<file path="config.mk">
export PLATFORM = sky130hd
export DESIGN_NAME = tmr_match_capture
export DESIGN_NICKNAME = d
export VERILOG_FILES = /design/src/rtl/tmr_pkg.sv /design/src/rtl/tmr_counter.sv /design/src/rtl/tmr_match_ch.sv /design/src/rtl/tmr_cap_ch.sv /design/src/rtl/tmr_match_capture.sv
export SDC_FILE = /design/constraint.sdc
export NUM_CORES = 1
export LEC_CHECK = 0
export BUFFER_PORTS_ARGS = -buffer_cell sky130_fd_sc_hd__buf_2
export CORE_ASPECT_RATIO = 1.25
export CORE_MARGIN = 5
export CORE_UTILIZATION = 52
export DETAILED_ROUTE_END_ITERATION = 12
export GPL_ROUTABILITY_DRIVEN = 0
export MAX_ROUTING_LAYER = met4
export PLACE_DENSITY = 0.75
export REMOVE_ABC_BUFFERS = 1
export SLEW_MARGIN = 25
export SYNTH_ARGS = -nofsm -noshare
export SYNTH_HDL_FRONTEND = slang
export SYNTH_SLANG_ARGS = --single-unit
export TNS_END_PERCENT = 30
</file>
<file path="constraint.sdc">
create_clock -name clk -period 1.95 [get_ports clk]
set_clock_uncertainty 0.1 [all_clocks]
set_input_delay 0.195 -clock clk [delete_from_list [all_inputs] [get_ports clk]]
set_output_delay 0.195 -clock clk [all_outputs]
set_load 0.02 [all_outputs]
</file>
<file path="src/rtl/tmr_pkg.sv">
package tmr_pkg;
  localparam int ADDR_W = 4;
  localparam logic [ADDR_W-1:0] A_CNT  = 4'd0;
  localparam logic [ADDR_W-1:0] A_MV0  = 4'd1;
  localparam logic [ADDR_W-1:0] A_EMR  = 4'd5;
  localparam logic [ADDR_W-1:0] A_PWM  = 4'd6;
  localparam logic [ADDR_W-1:0] A_CCTL = 4'd7;
  localparam logic [ADDR_W-1:0] A_CAP0 = 4'd8;

  typedef enum logic [1:0] {
    ACT_KEEP = 2'b00,
    ACT_CLR  = 2'b01,
    ACT_SET  = 2'b10,
    ACT_INV  = 2'b11
  } act_e;

  // new value of a status bit after a match with the given action
  function automatic logic apply_action(input logic cur, input logic [1:0] act);
    case (act_e'(act))
      ACT_CLR: return 1'b0;
      ACT_SET: return 1'b1;
      ACT_INV: return ~cur;
      default: return cur;
    endcase
  endfunction

  // whether a detected edge is enabled by a capture select
  function automatic logic edge_hit(input logic rise, input logic fall,
                                    input logic [1:0] sel);
    return (rise & sel[0]) | (fall & sel[1]);
  endfunction
endpackage

</file>
<file path="src/rtl/tmr_counter.sv">
module tmr_counter #(
  parameter int CNT_W = 16
) (
  input  logic             clk,
  input  logic             rst_n,
  input  logic             en,
  input  logic             ld,
  input  logic [CNT_W-1:0] ld_val,
  output logic [CNT_W-1:0] cnt_o
);
  always_ff @(posedge clk or negedge rst_n) begin
    if (!rst_n)  cnt_o <= '0;
    else if (ld) cnt_o <= ld_val;
    else if (en) cnt_o <= cnt_o + 1'b1;
  end
endmodule

</file>
<file path="src/rtl/tmr_match_ch.sv">
module tmr_match_ch #(
  parameter int CNT_W = 16
) (
  input  logic             clk,
  input  logic             rst_n,
  input  logic [CNT_W-1:0] cnt,
  input  logic [CNT_W-1:0] mv,
  input  logic [1:0]       act,
  input  logic             cur,
  output logic             evt_o,
  output logic             nxt_o
);
  import tmr_pkg::*;
  logic eq_w;
  logic eq_q;

  assign eq_w = (cnt == mv);

  always_ff @(posedge clk or negedge rst_n) begin
    if (!rst_n) eq_q <= 1'b0;
    else        eq_q <= eq_w;
  end

  // fires only in the first cycle of equality
  assign evt_o = eq_w & ~eq_q;
  assign nxt_o = apply_action(cur, act);
endmodule

</file>
<file path="src/rtl/tmr_cap_ch.sv">
module tmr_cap_ch #(
  parameter int CNT_W = 16
) (
  input  logic             clk,
  input  logic             rst_n,
  input  logic             pin,
  input  logic [1:0]       sel,
  input  logic [CNT_W-1:0] cnt,
  output logic [CNT_W-1:0] cap_o,
  output logic             hit_o
);
  import tmr_pkg::*;
  logic s1_q, s2_q, s3_q;
  logic rise_w, fall_w;

  always_ff @(posedge clk or negedge rst_n) begin
    if (!rst_n) begin
      s1_q <= 1'b0;
      s2_q <= 1'b0;
      s3_q <= 1'b0;
    end else begin
      s1_q <= pin;
      s2_q <= s1_q;
      s3_q <= s2_q;
    end
  end

  assign rise_w = s2_q & ~s3_q;
  assign fall_w = ~s2_q & s3_q;
  assign hit_o  = edge_hit(rise_w, fall_w, sel);

  always_ff @(posedge clk or negedge rst_n) begin
    if (!rst_n)     cap_o <= '0;
    else if (hit_o) cap_o <= cnt;
  end
endmodule

</file>
<file path="src/rtl/tmr_match_capture.sv">
module tmr_match_capture #(
  parameter int CNT_W   = 16,
  parameter int N_MATCH = 4,
  parameter int N_CAP   = 2,
  parameter int DATA_W  = 32
) (
  input  logic                  clk,
  input  logic                  rst_n,
  input  logic                  cnt_en,
  input  logic                  wr_en,
  input  logic [3:0]            wr_addr,
  input  logic [DATA_W-1:0]     wr_data,
  input  logic [3:0]            rd_addr,
  output logic [DATA_W-1:0]     rd_data,
  input  logic [N_CAP-1:0]      cap_in,
  output logic [N_MATCH-2:0]    mat_o
);
  import tmr_pkg::*;
  localparam int ACT_LO = N_MATCH;
  localparam int ACT_HI = 3 * N_MATCH - 1;

  logic [CNT_W-1:0]     cnt_q;
  logic [CNT_W-1:0]     mv_q  [N_MATCH];
  logic [2*N_MATCH-1:0] act_q;
  logic [N_MATCH-1:0]   status_q;
  logic [N_MATCH-1:0]   pwm_q;
  logic [2*N_CAP-1:0]   cctl_q;
  logic [CNT_W-1:0]     cap_w [N_CAP];
  logic [N_CAP-1:0]     hit_w;
  logic [N_MATCH-1:0]   evt_w, nxt_w, fire_w;
  logic                 wr_cnt, wr_emr, wr_pwm, wr_cctl;

  assign wr_cnt  = wr_en && (wr_addr == A_CNT);
  assign wr_emr  = wr_en && (wr_addr == A_EMR);
  assign wr_pwm  = wr_en && (wr_addr == A_PWM);
  assign wr_cctl = wr_en && (wr_addr == A_CCTL);

  tmr_counter #(.CNT_W(CNT_W)) u_cnt (
    .clk(clk), .rst_n(rst_n), .en(cnt_en), .ld(wr_cnt),
    .ld_val(wr_data[CNT_W-1:0]), .cnt_o(cnt_q)
  );

  for (genvar i = 0; i < N_MATCH; i++) begin : g_match
    always_ff @(posedge clk or negedge rst_n) begin
      if (!rst_n) mv_q[i] <= '0;
      else if (wr_en && (wr_addr == 4'(A_MV0 + i))) mv_q[i] <= wr_data[CNT_W-1:0];
    end
    tmr_match_ch #(.CNT_W(CNT_W)) u_ch (
      .clk(clk), .rst_n(rst_n), .cnt(cnt_q), .mv(mv_q[i]),
      .act(act_q[2*i+1:2*i]), .cur(status_q[i]),
      .evt_o(evt_w[i]), .nxt_o(nxt_w[i])
    );
  end

  assign fire_w = evt_w & ~pwm_q;

  always_ff @(posedge clk or negedge rst_n) begin
    if (!rst_n) begin
      status_q <= '0;
      act_q    <= '0;
    end else if (wr_emr) begin
      status_q <= wr_data[N_MATCH-1:0];
      act_q    <= wr_data[ACT_HI:ACT_LO];
    end else begin
      for (int i = 0; i < N_MATCH; i++)
        if (fire_w[i]) status_q[i] <= nxt_w[i];
    end
  end

  always_ff @(posedge clk or negedge rst_n) begin
    if (!rst_n) begin
      pwm_q  <= '0;
      cctl_q <= '0;
    end else begin
      if (wr_pwm)  pwm_q  <= wr_data[N_MATCH-1:0];
      if (wr_cctl) cctl_q <= wr_data[2*N_CAP-1:0];
    end
  end

  for (genvar c = 0; c < N_CAP; c++) begin : g_cap
    tmr_cap_ch #(.CNT_W(CNT_W)) u_cap (
      .clk(clk), .rst_n(rst_n), .pin(cap_in[c]), .sel(cctl_q[2*c+1:2*c]),
      .cnt(cnt_q), .cap_o(cap_w[c]), .hit_o(hit_w[c])
    );
  end

  assign mat_o = status_q[N_MATCH-2:0];

  always_comb begin
    rd_data = '0;
    if (rd_addr == A_CNT)  rd_data[CNT_W-1:0] = cnt_q;
    if (rd_addr == A_EMR)  rd_data[ACT_HI:0]  = {act_q, status_q};
    if (rd_addr == A_PWM)  rd_data[N_MATCH-1:0] = pwm_q;
    if (rd_addr == A_CCTL) rd_data[2*N_CAP-1:0] = cctl_q;
    for (int i = 0; i < N_MATCH; i++)
      if (rd_addr == 4'(A_MV0 + i)) rd_data[CNT_W-1:0] = mv_q[i];
    for (int c = 0; c < N_CAP; c++)
      if (rd_addr == 4'(A_CAP0 + c)) rd_data[CNT_W-1:0] = cap_w[c];
  end
endmodule

</file>
## Word-level counts from Yosys, hierarchy flattened

Index checks and enable logic that the tools add are counted.
W data, S select, Z words.

- Multiplexer cells: 21
- Reduce and logical (&&, ||, !) cells: 23
- Equality and inequality tests: 32
- Add/sub/neg operators: 1
- Bitwise gates (word level): 28

Operators with widths:

| cell | count |
|---|---|
| $mux W16 | 9 |
| $eq A16 B16 Y1 | 4 |
| $eq A4 B3 Y1 const B | 8 |
| $add A16 B1 Y16 const B | 1 |
| $eq A2 B2 Y1 const B | 8 |
| $eq A4 B2 Y1 const B | 4 |
| $reduce_bool A4 Y1 | 4 |
| $and A1 B1 Y1 | 12 |
| $mux W12 | 1 |
| $mux W4 | 3 |
| $not A1 Y1 | 12 |
| $pmux W1 S3 | 4 |
| $reduce_bool A2 Y1 | 5 |
| $eq A2 B1 Y1 const B | 4 |
| $eq A4 B1 Y1 const B | 2 |
| $eq A4 B4 Y1 const B | 2 |
| $logic_and A1 B1 Y1 | 8 |
| $logic_not A4 Y1 | 2 |
| $reduce_and A2 Y1 | 4 |
| $and A4 B4 Y4 | 1 |
| $mux W1 | 4 |
| $not A4 Y4 | 1 |
| $or A1 B1 Y1 | 2 |

- Logic and storage cells: 129
- Bits in registers: 142
- Bits of input ports: 46
- Output and inout bits: 35

## Logic depth before layout (Yosys ltp)

Gate-level depths: netlist of run 1.

- Depth after elaboration: 11
- Mapped depth: 7
- Mapped depth without buffers: 6

## Modules after synthesis

A second synthesis of run 1 with hierarchy kept.

- Cell total of the unflattened synthesis: 894
- Area total of the unflattened synthesis: 9285.2 µm²

By module, submodules not included:

| module | times used | cells each | area each (µm²) | sequential area each (µm²) |
|---|---|---|---|---|
| tmr_match_capture | 1 | 425 | 4795.8 | 2102.0 |
| tmr_cap_ch | 2 | 135 | 1327.5 | 475.5 |
| tmr_counter | 1 | 99 | 943.4 | 400.4 |
| tmr_match_ch | 4 | 25 | 222.7 | 25.0 |

## Worst setup path after synthesis of run 1

Ideal clock, no wire load.

- Kind: reg-to-output
- Start: register u_cnt.cnt_o[2]
- End: output port rd_data[2]
- Buffers on the path: 1
- Arrival time: 1665 ps
- Stages on the path, launching flop included: 7
- Slack: -10 ps
- Cell sequence: dfrtp_1 -> buf_2 -> nor2b_1 -> o22ai_1 -> a2111oi_0 -> o21ai_0 -> a21oi_1

- Word-level cells in the longest chain between the ends: 10

Ends and longest elaborated chain:

| what | RTL line | RTL |
|---|---|---|
| start, declared | tmr_counter.sv:9 | `output logic [CNT_W-1:0] cnt_o` |
| start signal, assigned | tmr_counter.sv:13 | `else if (ld) cnt_o <= ld_val;` |
| start signal, assigned | tmr_counter.sv:14 | `else if (en) cnt_o <= cnt_o + 1'b1;` |
| $mux W16 | tmr_match_capture.sv:91 | `if (rd_addr == A_CNT) rd_data[CNT_W-1:0] = cnt_q;` |
| $mux W12 | tmr_match_capture.sv:92 | `if (rd_addr == A_EMR) rd_data[ACT_HI:0] = {act_q, status_q};` |
| $mux W4 | tmr_match_capture.sv:93 | `if (rd_addr == A_PWM) rd_data[N_MATCH-1:0] = pwm_q;` |
| $mux W4 | tmr_match_capture.sv:94 | `if (rd_addr == A_CCTL) rd_data[2*N_CAP-1:0] = cctl_q;` |
| $mux W16 (4 in series) | tmr_match_capture.sv:96 | `if (rd_addr == 4'(A_MV0 + i)) rd_data[CNT_W-1:0] = mv_q[i];` |
| $mux W16 (2 in series) | tmr_match_capture.sv:98 | `if (rd_addr == 4'(A_CAP0 + c)) rd_data[CNT_W-1:0] = cap_w[c];` |
| end, declared | tmr_match_capture.sv:14 | `output logic [DATA_W-1:0] rd_data,` |

No other way between the ends.

## Worst setup path after layout of run 1

- Start: register u_cnt.cnt_o[0]
- End: output port rd_data[0]

Same word-level chain as after synthesis.

==> run summary, run 1 <==
The count of buffers from port buffering was 48; the fraction of registers with async set/reset was 100%. The number of nets still failing antenna checks after routing is 0, and the initial antenna violation count is 0. The tools report the startpoint type of the worst setup path as a register. The worst path needs 2.14 ns of the cycle, external delays included. After the first detailed-routing iteration, the DRC count stood at 535. The xor and xnor area share after synthesis was 8.77%; the number of rows created at floorplan was 50.

The first detailed-routing pass ran for 5 iterations. The area growth from synthesis to layout is 29.5%. The final cycle utilization of the critical path is 110%, and the total of warnings raised by yosys is 0. The logs give 0 for the count of final hold-check violations and 0 for the residual DRC count. The run finished, with violations left. The clock slew seen by the registers of the worst setup and hold paths is 0.06 ns, and the number of max-cap violations is 0. The synthesized-area fraction occupied by ao, oa, aoi and oai cells is 10.6%, and the proportion of layout cells with a drive suffix above 1 is 41.9%. By area the synthesized netlist is led by dfrtp_1 45%, mux2_2 17%, xnor2_1 8.1%, a21oi_1 3.6%, nand2_1 2.0%. Across the VDD grid, the largest voltage drop is 0.670 mV. The worst setup path is captured at a primary output. The switching power is 4.38 mW. The number of flops mapped to enable cells by yosys came out at 0. No sink is reached through more buffers than the 2 on the longest clock path. Along the worst path, the maximum fanout reaches 3. The total routing usage reported by global routing came out at 28.5%. Counting distinct cell types in the post-synthesis netlist gives 45. The final reports fail on setup timing. The layout has 971 filler cells. The final layout contains routed wiring with a total length of 24900 µm.

For the number of instances in the synthesized netlist, the log shows 738. The mapped netlist covers 0.00789 mm². Data on the critical path is required at its endpoint by 1.65 ns. The first global-routing pass estimated 37600 µm of wire. For this configuration, the core starts out at a cell density of 52.7%.

Clock tree synthesis inserted a total of 17 buffers. Detailed routing inserted a total of 6737 vias. The share of total power in sequential cells came out at 35.7%.

Setup repair after global routing could not meet its margin everywhere. The simple-gate share of the synthesized area came out at 9.81%. For the residual overflow from global routing, the log shows 0. The mux contribution to synthesized area was 18.9%. The library cell with the highest instance count after synthesis is dfrtp_1. Entering global routing, the biggest net connects 53 pins. The I/O pin count is 81.

The die covers 0.0177 mm². For the internal reg-to-reg setup slack, the log shows -0.13 ns. For the combinational share of power, the log shows 37.4%. The worst hold path belongs to the class input port to register. In the synthesized netlist the dominant register cell turns out to be dfrtp_1. The number of global-route vias before repair came out at 7065.

The H-tree was split into 4 levels. CTS saw 142 sinks. Measured along the x axis, the die boundary spans 120 µm.

The tools report the max-slew violation count as 0. After synthesis, the most frequently instantiated cells are 142 x dfrtp_1, 120 x mux2_2, 73 x xnor2_1. The total negative setup slack was -1.33 ns; the placeable core area was 0.0150 mm².

The net count of the finished layout is 934. The cell type with the highest aggregate area in the netlist was dfrtp_1. The tools report the portion of total power attributed to the clock network as 26.9%. Derived from the worst setup path, the maximum achievable clock frequency is 468 MHz.

Setup violations remaining at the end of the flow were counted as 14. In the routed layout, each cell is associated on average with a via count of 6.27. The tightest hold path in the finished design has a slack of 0.0233 ns. For the data arrival at the endpoint of the critical path, the log shows 1.84 ns. The standby leakage power was 4.36 nW. TritonCTS built the clock tree. The fraction of power spent switching nets is 33.4%. The dominant combinational cell family by area after synthesis was multiplexers. The overall power was 13.1 mW; the number of antenna cells inserted was 0.

Type of the setup path with the least slack: register to primary output. The power density over cell area works out to 1280 mW/mm². The die height was 148 µm. Summed over its instances, the top area cell type makes up 45.1% of the synthesized netlist area. The placed wire-length estimate came out at 16200 µm. In this run the mean area of a mapped cell was 10.7 µm². Clock latency on the worst-skew pair, taken at its later pin, is 0.44 ns.

The total of flip-flops plus latches after synthesis works out to 142. The routed length per instance was 23.2 µm. The root buffer cell chosen for the clock tree is clkbuf_16.

The share of synthesized cell area in full adder, half adder and majority cells is 1.43%. Sequential cells were found to cover 45.1% of the synthesized design area. Internal power comes to 8.71 mW.

The worst-case setup margin in the final layout is -0.185 ns.
[stage by stage]
stage | utilization [%] | std cells | area [µm²] | setup WS (ns)
after floorplan | - | 686 | 7580 | -0.00484
after global placement | 58.4 | 993 | 8740 | -0.148
after detailed placement | 58.4 | 993 | 8740 | -0.188
after CTS | 65.9 | 1059 | 9860 | -0.236
after global routing | 68.3 | 1074 | 10200 | -0.280
final | 68.3 | 1074 | 10200 | -0.185
[layer usage]
metal,track usage (%),vias up,wire length [µm]
li1,-,2867,-
met1,30.7,3339,8950
met2,47.1,371,12400
met3,5.01,160,1740
met4,20.6,0,1840
met5,-,-,0
[state kept, by name, indices dropped and copies added, names as in the netlist]
| name | flops |
|---|---|
| mv_q | 64 |
| pwm_q | 4 |
| g_cap.u_cap.cap_o | 32 |
| status_q | 4 |
| u_cnt.cnt_o | 16 |
| cctl_q | 4 |
| g_match.u_ch.eq_q | 4 |
| g_cap.u_cap.s1_q | 2 |
| g_cap.u_cap.s3_q | 2 |
| g_cap.u_cap.s2_q | 2 |
| act_q | 8 |
[path summary, 6_finish.rpt]
kind                                startpoint                  endpoint  cells after the start
max                             u_cnt.cnt_o[0]                rd_data[0]                      6
min in group asynchronous                rst_n  g_cap[1].u_cap.cap_o[11]                      2
min reg2reg                g_cap[1].u_cap.s1_q       g_cap[1].u_cap.s2_q                      0
max reg2reg                    u_cnt.cnt_o[15]               status_q[0]                      7
max in group asynchronous                rst_n           u_cnt.cnt_o[14]                      3
min                                 wr_data[0]            u_cnt.cnt_o[0]                      3
[power by group through the flow]
stage | clock [mW] | combinational (mW) | sequential, mW
final | 3.52 | 4.89 | 4.67
after global routing | 3.68 | 5.17 | 4.77
after CTS | 3.54 | 4.31 | 4.61
after detailed placement | 0 | 3.85 | 4.69
after global placement | 0 | 3.71 | 4.62
after floorplan | 0 | 2.31 | 4.66
[critical path, stage by stage, from the launching register on]
cell       delay, ns
dfrtp_1         0.37
nor2b_2         0.16
o22ai_1         0.09
a2111oi_2       0.30
o21ai_1         0.14
a21oi_2         0.19
buf_4           0.16
[final cells by class]
cell class / count / area (µm²) / area share [%]
clock buffer: 22 / 484 / 4.74
clock inverter: 10 / 159 / 1.56
inverter: 16 / 61.3 / 0.600
multi-input combinational: 528 / 4300 / 42.1
sequential: 142 / 3560 / 34.9
tap: 182 / 228 / 2.23
timing repair buffer: 174 / 1410 / 13.8
[kinds of logic after synthesis]
| kind of cell | Yosys count |
|---|---|
| muxes | 134 |
| and+or+nand+nor | 152 |
| xor gates and xnor gates | 79 |
| other | 1 |
| adders and majority gates | 9 |
| buffers and inverters | 83 |
| DFF | 142 |
| AOI/OAI and AO/OA | 138 |
[repair_timing]
action / CTS / global route
pin swaps: 21 / 31
hold endpoints to repair: 108 / 0
setup buffers: 19 / 15
hold buffers: 15 / 0
resized for setup: 54 / 51
setup endpoints to repair: 17 / 24
[cells in the final DEF (no fill, tap or decap), drive strengths merged, types with 5 or more instances in the layout]
master / synthesis / layout
buf: 45 / 157
dfrtp: 142 / 142
mux2: 120 / 120
xnor2: 73 / 73
a21oi: 56 / 56
nand2: 41 / 41
nor2: 37 / 37
o21ai: 30 / 30
clkbuf: 22 / 24
nand4: 20 / 20
conb: 1 / 16
inv: 15 / 15
dlygate4sd3: 0 / 15
mux2i: 14 / 14
nor3: 14 / 14
a2bb2oi: 12 / 12
o22ai: 11 / 11
nand2b: 9 / 9
ha: 9 / 9
a211oi: 8 / 8
nor3b: 7 / 7
xor2: 6 / 6
nor4: 6 / 6
nand3b: 5 / 5
clkinv: 1 / 5
Power figures use the tool's default switching activity.
==> inputs of run 2 (changes only) <==
--- a/config.mk
+++ b/config.mk
@@ -9,12 +9,13 @@
 export CORE_ASPECT_RATIO = 1.25
 export CORE_MARGIN = 5
 export CORE_UTILIZATION = 52
+export CTS_BUF_LIST = sky130_fd_sc_hd__clkbuf_8
 export DETAILED_ROUTE_END_ITERATION = 12
 export GPL_ROUTABILITY_DRIVEN = 0
 export MAX_ROUTING_LAYER = met4
 export PLACE_DENSITY = 0.75
 export REMOVE_ABC_BUFFERS = 1
-export SLEW_MARGIN = 25
+export SLEW_MARGIN = 20
 export SYNTH_ARGS = -nofsm -noshare
 export SYNTH_HDL_FRONTEND = slang
 export SYNTH_SLANG_ARGS = --single-unit
==> run 2 against run 1 <==
  * Worst hold slack improved by 0.098 ns
  * Largest cell class unchanged
  * First-iteration DRC count decreased by 16%
  * The run still ends with setup timing left
  * Clock power decreased by 25%
  * Highest routed layer unchanged
  * Via count decreased by 1.8%
==> run summary, run 2 (synthesis gave the netlist of run 1 again) <==
The run finished, with violations left. The checks that failed: setup timing. The total routing usage reported by global routing is 28.2%, and the die height is 148 µm. The register ranked first by flip-flop count is mv_q. Cells fill 66.5% of the core in the end. After filler insertion, the fill cell instance count of the layout stands at 1028. For the clock sink count, the log shows 142.

Using the TritonRoute via totals, the vias-per-cell ratio works out to 6.21. Startpoint type of the worst setup path: a register. The slowest cell on the critical path is dfrtp_1.

In the finished design, the share of the clock period the worst path needs comes to 111%. Setup repair after global routing could not meet its margin everywhere. From synthesis to final layout, the design area changed by 26.1%. The first global-routing pass estimated 37200 µm of wire. Number of buffers on the longest clock path: 2.

The register with the most flip-flops in the layout has 64 of them. The residual DRC count was 0; the fraction of power spent switching nets was 34.8%. The number of rows created at floorplan was 50. The initial antenna violation count was 0.

The worst hold path belongs to the class input port to async pin. Counting the buffers created by CTS gives 17. For the highest attainable clock frequency, the log shows 462 MHz. Global routing used 46.9% of the available met2 tracks. The number of nets still failing antenna checks after routing was 0; the post-route worst hold slack was 0.122 ns. The largest registers in the layout are mv_q (64), g_cap.u_cap.cap_o (32), u_cnt.cnt_o (16).

The portion of total power attributed to the clock network is 22.2%, and the effective utilization at floorplan is 52.7%. The tools report the residual overflow from global routing as 0. Leaving out fill and tap cells, the most frequent cells in the layout are 132 x dfrtp_1, 120 x mux2_2, 97 x buf_4, 64 x xnor2_1, 48 x a21oi_1. After detailed routing, the total wire length is 23900 µm. The clock root buffer was clkbuf_8. The region available for standard cell placement spans 0.0150 mm².

Detailed routing inserted a total of 6617 vias. Walking the worst path, the cells encountered are nand2b_4, a221o_1, o311ai_2, o21ai_1, a22o_1, buf_6. The data arrival at the endpoint of the critical path is 1.87 ns, and the max-slew violation count is 0. The pre-antenna-repair detailed-routing pass consisted of 7 iterations. After routing, the total negative slack on setup checks comes to -1.59 ns. Tracing the worst setup path back leads to its startpoint at pwm_q[1].

For the worst-skew pair, the clock arrives at the later sink with an insertion delay of 0.47 ns. Across all register-to-register paths, the minimum setup slack is -0.17 ns. The I/O pin count is 81, and the standby leakage power is 4.19 nW.

The endpoint identified for the worst register-to-register timing path is status_q[0]. The source of the worst register-to-register timing path was u_cnt.cnt_o[2]. For the switching power, the log shows 4.15 mW. The worst path in the final design needs a cycle of 2.16 ns, including I/O delays and setup. The met3 global-route usage was 5.32%. TritonCTS built the clock tree. The global-route met1 utilization is 30.6%, and the post-layout net count is 926.

Of all nets on the critical path, the largest fanout is 2. Capturing element type of the critical path: a primary output. After the first detailed-routing iteration, the DRC count stood at 448. Detailed placement finished with a half-perimeter wire length of 16200 µm. During placement, the flow inserted port buffers numbering 48.

Most frequent standard cell in the layout excluding fill and tap cells: dfrtp_1. The run gives 0.644 mV as the maximum vdd ir drop. The tools report the number of max-cap violations as 0. The die is 120 µm wide.

In the final layout, the share of cells above drive strength 1 is 41.0%. The logs give 0 for the count of final hold-check violations and 7.78 mW for the design internal power. The routed length per instance came out at 22.5 µm. The logs give 0.0177 mm² for the overall die area and 1.65 ns for the data required time of the worst path.

The clock slew seen by the registers of the worst setup and hold paths was 0.08 ns. The worst-case reg-to-reg path depth came out at 8. The global-route layer with the greatest usage is met2. The H-tree was split into 4 levels. For this run, the slowest stage of the critical path takes 0.40 ns. The type of the setup path with the least slack was register to primary output. Of the total power, registers draw 39.0%. Setup violations remaining at the end of the flow were counted as 15. The number of antenna diodes in the final layout is 0. For the worst-case setup margin in the final layout, the log shows -0.212 ns. Number of global-route vias before repair: 6885.

The combinational share of power was 38.8%. The power density over cell area works out to 1200 mW/mm². Entering global routing, the biggest net connects 53 pins.
-- run 2: layer usage --
metal / vias up / wire length, µm
li1: 2851 / -
met5: - / 0
met4: 0 / 1530
met3: 126 / 1780
met1: 3280 / 8630
met2: 360 / 12000
-- run 2: worst max path at each step --
stage / to / slack [ns] / depth (start not counted)
after floorplan: u_cnt.cnt_o[14] / -0.005 / 5
after global placement: status_q[0] / -0.15 / 7
after detailed placement: status_q[0] / -0.19 / 6
after CTS: rd_data[2] / -0.24 / 6
after global routing: rd_data[2] / -0.30 / 6
final: rd_data[1] / -0.21 / 6
-- run 2: power by group through the flow --
stage          logic, mW  clock network, mW  registers, mW
4_1_cts             4.34               2.68           4.61
3_5_place_dp        3.85                  0           4.69
6_report            4.63               2.65           4.65
2_1_floorplan       2.31                  0           4.66
5_1_grt             4.92               2.81           4.75
3_3_place_gp        3.71                  0           4.62
-- run 2: what timing repair did --
action	in CTS	in global routing
endpoints found under the hold margin	232	0
setup buffers	12	11
gates resized for setup	70	39
pin swaps	25	22
hold buffers	19	0
endpoints found under the setup margin	19	25
-- run 2: worst max-delay path, delay by kind of cell (launching register included) --
kind	cells	cell delay [ns]
AO/OA/AOI/OAI	4	0.73
AND/OR/NAND/NOR	1	0.14
buffers and inverters	1	0.13
flip-flops	1	0.40
-- run 2: layout make-up --
type                       count  area [µm²]  share of cell area (%)
sequential                   142        3570                    35.9
tap                          182         228                    2.29
inverter                      16        63.8                   0.642
timing repair buffer         166        1350                    13.6
multi-input combinational    528        4280                    43.1
clock inverter                11         163                    1.64
clock buffer                  21         289                    2.91
-- run 2: stage by stage --
stage	setup slack [ns]	total power, mW	cells	instance area [µm²]
3_5_place_dp	-0.188	8.54	993	8740
2_1_floorplan	-0.00484	6.97	686	7580
3_3_place_gp	-0.148	8.34	993	8740
6_report	-0.212	11.9	1066	9940
4_1_cts	-0.243	11.6	1056	9730
5_1_grt	-0.299	12.5	1066	9940
